[src/rtl/pec_pkg.sv]
package pec_pkg;
    parameter int PEC_PPN_W   = 40;
    parameter int PEC_IDX_W   = 9;
    parameter int PEC_ENTRIES = 24;

    typedef enum logic [1:0] {
        RSP_NONE = 2'd0,
        RSP_HIT  = 2'd1,
        RSP_MISS = 2'd2
    } rsp_state_t;
endpackage

[src/rtl/pec_store.sv]
module pec_store #(
    parameter int ENTRIES = 24,
    parameter int PPN_W   = 40,
    parameter int IDX_W   = 9,
    localparam int SLOT_W = $clog2(ENTRIES)
) (
    input  logic               clk,
    input  logic               rst_n,
    input  logic               flush,
    input  logic [PPN_W-1:0]   lk_page,
    input  logic [IDX_W-1:0]   lk_index,
    input  logic [PPN_W-1:0]   fill_page,
    input  logic [IDX_W-1:0]   fill_index,
    input  logic               wr_en,
    input  logic [SLOT_W-1:0]  wr_slot,
    input  logic [PPN_W-1:0]   wr_next,
    output logic [ENTRIES-1:0] lk_match,
    output logic [ENTRIES-1:0] fill_match,
    output logic [PPN_W-1:0]   lk_next,
    output logic [ENTRIES-1:0] valid_vec
);
    logic [PPN_W-1:0] tag_page [ENTRIES];
    logic [IDX_W-1:0] tag_idx  [ENTRIES];
    logic [PPN_W-1:0] payload  [ENTRIES];

    // flush wins over a write in the same cycle
    always_ff @(posedge clk) begin
        if (!rst_n || flush) begin
            valid_vec <= '0;
        end else if (wr_en) begin
            valid_vec[wr_slot] <= 1'b1;
        end
    end

    always_ff @(posedge clk) begin
        if (wr_en && !flush) begin
            tag_page[wr_slot] <= fill_page;
            tag_idx[wr_slot]  <= fill_index;
            payload[wr_slot]  <= wr_next;
        end
    end

    for (genvar g = 0; g < ENTRIES; g++) begin : g_cmp
        assign lk_match[g]   = valid_vec[g] && (tag_page[g] == lk_page)
                               && (tag_idx[g] == lk_index);
        assign fill_match[g] = valid_vec[g] && (tag_page[g] == fill_page)
                               && (tag_idx[g] == fill_index);
    end

    always_comb begin
        lk_next = '0;
        for (int i = 0; i < ENTRIES; i++) begin
            if (lk_match[i]) lk_next = lk_next | payload[i];
        end
    end
endmodule

[src/rtl/pec_lru.sv]
module pec_lru #(
    parameter int ENTRIES = 24,
    localparam int SLOT_W = $clog2(ENTRIES)
) (
    input  logic               clk,
    input  logic               rst_n,
    input  logic               touch_en,
    input  logic [SLOT_W-1:0]  touch_slot,
    input  logic [ENTRIES-1:0] valid_vec,
    output logic [SLOT_W-1:0]  victim
);
    logic [SLOT_W-1:0] age [ENTRIES];
    logic [SLOT_W-1:0] touched_age;

    assign touched_age = age[touch_slot];

    // ages stay a permutation of 0..ENTRIES-1; 0 is the newest
    always_ff @(posedge clk) begin
        if (!rst_n) begin
            for (int i = 0; i < ENTRIES; i++) age[i] <= SLOT_W'(i);
        end else if (touch_en) begin
            for (int i = 0; i < ENTRIES; i++) begin
                if (SLOT_W'(i) == touch_slot)  age[i] <= '0;
                else if (age[i] < touched_age) age[i] <= age[i] + 1'b1;
            end
        end
    end

    always_comb begin
        logic found;
        found  = 1'b0;
        victim = '0;
        for (int i = 0; i < ENTRIES; i++) begin
            if (!found && !valid_vec[i]) begin
                victim = SLOT_W'(i);
                found  = 1'b1;
            end
        end
        if (!found) begin
            for (int i = 0; i < ENTRIES; i++) begin
                if (age[i] == SLOT_W'(ENTRIES - 1)) victim = SLOT_W'(i);
            end
        end
    end
endmodule

[src/rtl/ptw_entry_cache.sv]
module ptw_entry_cache
    import pec_pkg::*;
#(
    parameter int ENTRIES = PEC_ENTRIES,
    parameter int PPN_W   = PEC_PPN_W,
    parameter int IDX_W   = PEC_IDX_W
) (
    input  logic             clk,
    input  logic             rst_n,
    input  logic             lk_valid,
    input  logic [PPN_W-1:0] lk_page,
    input  logic [IDX_W-1:0] lk_index,
    input  logic             fill_valid,
    input  logic [PPN_W-1:0] fill_page,
    input  logic [IDX_W-1:0] fill_index,
    input  logic [PPN_W-1:0] fill_next,
    input  logic             flush,
    output logic             rsp_valid,
    output logic             rsp_hit,
    output logic [PPN_W-1:0] rsp_next
);
    localparam int SLOT_W = $clog2(ENTRIES);

    logic [ENTRIES-1:0] lk_match, fill_match, valid_vec;
    logic [PPN_W-1:0]   lk_next;
    logic [SLOT_W-1:0]  victim, lk_slot, fill_hit_slot, fill_slot;
    logic               lk_hit, fill_hit, wr_en, touch_en;
    logic [SLOT_W-1:0]  touch_slot;
    rsp_state_t         state_q, state_d;
    logic [PPN_W-1:0]   next_q;

    pec_store #(.ENTRIES(ENTRIES), .PPN_W(PPN_W), .IDX_W(IDX_W)) u_store (
        .clk(clk), .rst_n(rst_n), .flush(flush),
        .lk_page(lk_page), .lk_index(lk_index),
        .fill_page(fill_page), .fill_index(fill_index),
        .wr_en(wr_en), .wr_slot(fill_slot), .wr_next(fill_next),
        .lk_match(lk_match), .fill_match(fill_match),
        .lk_next(lk_next), .valid_vec(valid_vec)
    );

    pec_lru #(.ENTRIES(ENTRIES)) u_lru (
        .clk(clk), .rst_n(rst_n), .touch_en(touch_en),
        .touch_slot(touch_slot), .valid_vec(valid_vec), .victim(victim)
    );

    always_comb begin
        lk_slot       = '0;
        fill_hit_slot = '0;
        for (int i = 0; i < ENTRIES; i++) begin
            if (lk_match[i])   lk_slot       = SLOT_W'(i);
            if (fill_match[i]) fill_hit_slot = SLOT_W'(i);
        end
    end

    assign lk_hit    = lk_valid && (|lk_match) && !flush;
    assign fill_hit  = |fill_match;
    assign wr_en     = fill_valid && !flush;
    assign fill_slot = fill_hit ? fill_hit_slot : victim;

    // a fill is the most recent use when both happen together
    assign touch_en   = wr_en || lk_hit;
    assign touch_slot = wr_en ? fill_slot : lk_slot;

    always_comb begin
        unique case (state_q)
            RSP_NONE, RSP_HIT, RSP_MISS: begin
                if (!lk_valid)   state_d = RSP_NONE;
                else if (lk_hit) state_d = RSP_HIT;
                else             state_d = RSP_MISS;
            end
            default: state_d = RSP_NONE;
        endcase
    end

    always_ff @(posedge clk) begin
        if (!rst_n) begin
            state_q <= RSP_NONE;
            next_q  <= '0;
        end else begin
            state_q <= state_d;
            next_q  <= lk_hit ? lk_next : '0;
        end
    end

    always_comb begin
        rsp_valid = 1'b0;
        rsp_hit   = 1'b0;
        rsp_next  = '0;
        unique case (state_q)
            RSP_NONE: ;
            RSP_HIT: begin
                rsp_valid = 1'b1;
                rsp_hit   = 1'b1;
                rsp_next  = next_q;
            end
            RSP_MISS: rsp_valid = 1'b1;
            default: ;
        endcase
    end
endmodule

[config.mk]
export PLATFORM = sky130hd
export DESIGN_NAME = ptw_entry_cache
export DESIGN_NICKNAME = d
export VERILOG_FILES = /design/src/rtl/pec_pkg.sv /design/src/rtl/pec_store.sv /design/src/rtl/pec_lru.sv /design/src/rtl/ptw_entry_cache.sv
export SDC_FILE = /design/constraint.sdc
export NUM_CORES = 2
export LEC_CHECK = 0
export BUFFER_PORTS_ARGS = -buffer_cell sky130_fd_sc_hd__buf_2
export CORE_UTILIZATION = 33
export CTS_BUF_LIST = sky130_fd_sc_hd__clkbuf_8
export DETAILED_ROUTE_END_ITERATION = 7
export HOLD_SLACK_MARGIN = 0.1
export PLACE_DENSITY_LB_ADDON = 0.3
export SYNTH_ARGS = -nofsm -noshare
export SYNTH_HDL_FRONTEND = slang
export SYNTH_SLANG_ARGS = --single-unit
[constraint.sdc]
create_clock -name clk -period 23.1 [get_ports clk]
set_clock_uncertainty 0.1 [all_clocks]
set_input_delay 2.31 -clock clk [delete_from_list [all_inputs] [get_ports clk]]
set_output_delay 2.31 -clock clk [all_outputs]
set_load 0.02 [all_outputs]
==> impl_results.md <==
- Status: complete, but fails checks
- Failing checks: max-capacitance violations, max-slew violations
- Critical path startpoint category: primary input
- Layout cells sized above 1: 0.1226
- Leak: between 40 and 50 nW
- Max Buffers Root-to-Sink: 4
- Critical path required time: about 24 ns
- Pint: 6.586 mW
- Fin crit period: 11.36 ns
- Ranking of synthesized cells by area: edfxtp_1 61%, xor2_1 8.7%, xnor2_1 7.8%
- Met1 usage: 0.3842
- Die Ht: slightly below 600 um
- Starting density of the core: 0.3319
- Site Rows: between 200 and 250
- ANT nets after route: 0
- Power Dens Cells: about 72 nW/um2
- Share of the yosys chip area belonging to registers: 0.6236
- Post-CTS setup buffer count: 0
- Comb power frac: 0.089
- DRT iter0 DRCs: approximately 13000
- Die width: just under 600 um
- Commonest cells after routing, fill and taps aside: 2256 x edfxtp_1, 1105 x xor2_1, 985 x xnor2_1
- Core Region: 333700 um2
- Kind of critical path: in2reg
- CTS hold repair buffers: 0
- CP most frequent cell: buf_4
- Die Area: 337900 um2
- Port Buffers: 184
- Vias in the first global route: approximately 76000
- Vias: just under 80000
- Seq pwr share: 0.518
- Slew Limit Fails: 1
- Worst min-delay path class: reg2reg
- Slew @ Worst Pin: roughly 1.5 ns
- Clock power frac: 0.393
- RSZ-0062 raised after global routing: false
- Synthesized Nets: around 8300
- Slew headroom: -0.004093
- Skew-Pair Late Insertion Delay: ~1.1 ns
- Sw Pwr: about 2.4 mW
- Ys flop type: edfxtp_1
- CP max FO: 46
- Met2 usage: 0.4289
- Maximum Capacitance Violations: 1
- NumNets Final: 8712
- Worst vdd ir: 0.04341 mV
- Fmax: between 80 and 90 MHz
- EDFF count, synth: 2256
- Total gr overflow: 0
- Final wirelength: 500500 um
- Setup TNS: 0 ns
- Root Driver: clkbuf_8
- Post_cts resized: 0
- HPWL Detailed: about 310000 um
- CTS clock-pin slew for the worst setup and hold paths: 0.06 ns
- Crit share post-route: 0.4916
- I/O pin cnt: around 190
- Routability cong.: about 1.0
- Mean Syn Cell Area: ~14 um2
- CTS tree: done
- Max incr delay on CP: 1.09 ns
- Warnings, synthesis: 0
- DRC Markers: 0
- Place WS: between 10 and 15 ns
- WL/cell: approximately 38 um
- TritonCTS buffer count: ~400
- P&R area growth vs syn: 12.70%
- Via density: about 6.0
- Yosys reg bits: 2322
- CP endpoint kind: register
- Post-synth top area share: 0.6117
- Post-synthesis async set-or-reset flop share: 0
- Slowest cell on the critical path: a2111oi_0
- Unique masters post-synth: between 80 and 90
- Routing usage on met3: 0.06897
- Dominant cell type by area after synthesis: edfxtp_1
- Arrival @ worst endpoint: 11.98 ns
- CP Buf/Inv Count: 6
- Setup WS post-layout: around 12 ns
- Util after Layout: 0.3741
- Synthesized instance count: ~8000
- H-tree depth: 5
- Fillers: about 32000
- Delay-heaviest family, CP: compound AO/OA/AOI/OAI gates
- Largest net degree at the start of global routing: between 60 and 70
- 1st-pass router iterations: 8
- Sw frac: 0.2698
- Fin. Hold Viols: 0
- Area of the mapped netlist: 110700 um2
- Most Used Layer, Global Route: met2
- CTS Sinks: roughly 2300
- First-pass GRT wire length: between 600000 and 700000 um
- Power Total: around 9.0 mW
- Finish-stage setup viols: 0
- Commonest non-fill, non-tap cell in the layout: edfxtp_1
- Initial antenna violation count: between 50 and 60
- GR Util All Layers: 0.2861
cell type report:
type                       count  area, um2  area share
inverter                     185      694.4    0.005563
tap                         4387       5489     0.04398
clock inverter               315       1567     0.01255
sequential                  2322      69070      0.5533
clock buffer                 416       5725     0.04587
antenna                       21      52.55   0.0004210
timing repair buffer         466       3196     0.02560
multi-input combinational   5071      39030      0.3127
cell usage after synthesis, drive strengths merged (91+ instances only):
library cell,number
a22o,118
xnor2,985
xor2,1105
inv,181
clkbuf,140
nand2,178
nor2,206
ha,122
a221oi,121
nand3,165
nor4,343
buf,296
nand4,382
a21oi,91
a22oi,208
nand2b,115
edfxtp,2256
power groups by stage:
| stage | combinational (mW) | sequential [mW] | clock [mW] |
|---|---|---|---|
| 4_1_cts | 0.771 | 4.67 | 3.58 |
| 6_report | 0.802 | 4.68 | 3.54 |
| 3_3_place_gp | 0.762 | 4.76 | 0 |
| 3_5_place_dp | 0.767 | 4.76 | 0 |
| 5_1_grt | 0.817 | 4.68 | 3.74 |
| 2_1_floorplan | 0.397 | 4.75 | 0 |
per-layer routing:
| metal | vias up | part of all wire |
|---|---|---|
| li1 | 31490 | - |
| met1 | 40800 | 0.39 |
| met2 | 5911 | 0.43 |
| met3 | 1225 | 0.12 |
| met4 | 16 | 0.060 |
| met5 | - | 0.00023 |
worst paths after layout:
check	from	to	slack, ns	cells after the start
worst max register to register	u_store.valid_vec[4]	u_lru.age[9][4]	13.80	22
worst min-delay path	u_store.payload[6][7]	next_q[7]	0.44	2
worst min register to register	u_store.payload[6][7]	next_q[7]	0.44	2
worst max-delay path	fill_page[1]	u_lru.age[9][4]	11.74	25
cell families (layout without fill, tap and decap cells):
logic type	Yosys count	in the layout	share of synthesized area
compound gates	1128	1128	0.07838
xor+xnor	2090	2090	0.1653
fa+ha+maj	122	122	0.01378
buf+inv	621	1382	0.02722
flops	2322	2322	0.6236
mux	60	60	0.005694
other cells	0	21	0
simple gates	1671	1671	0.08602
flip-flops by register name, indices dropped and copies added, names as in the netlist:
signal / flops
u_store.payload: 960
next_q: 40
u_store.tag_page: 960
state_q: 2
u_store.tag_idx: 216
u_store.valid_vec: 24
u_lru.age: 120
tightest hold or removal path: stages (launching register included):
cell	delay [ns]
edfxtp_1	0.33
a221oi_1	0.07
a31oi_1	0.11
stage by stage:
stage | instances | cell area (um2) | hold slack, ns
detailed placement | 12430 | 117500 | 0.4288
finish | 13180 | 124800 | 0.4398
CTS | 13160 | 124800 | 0.4381
global placement | 12430 | 117500 | 0.4281
global route | 13170 | 124800 | 0.4664
floorplan | 8014 | 110800 | 0.3933
Power figures use the tool's default switching activity.
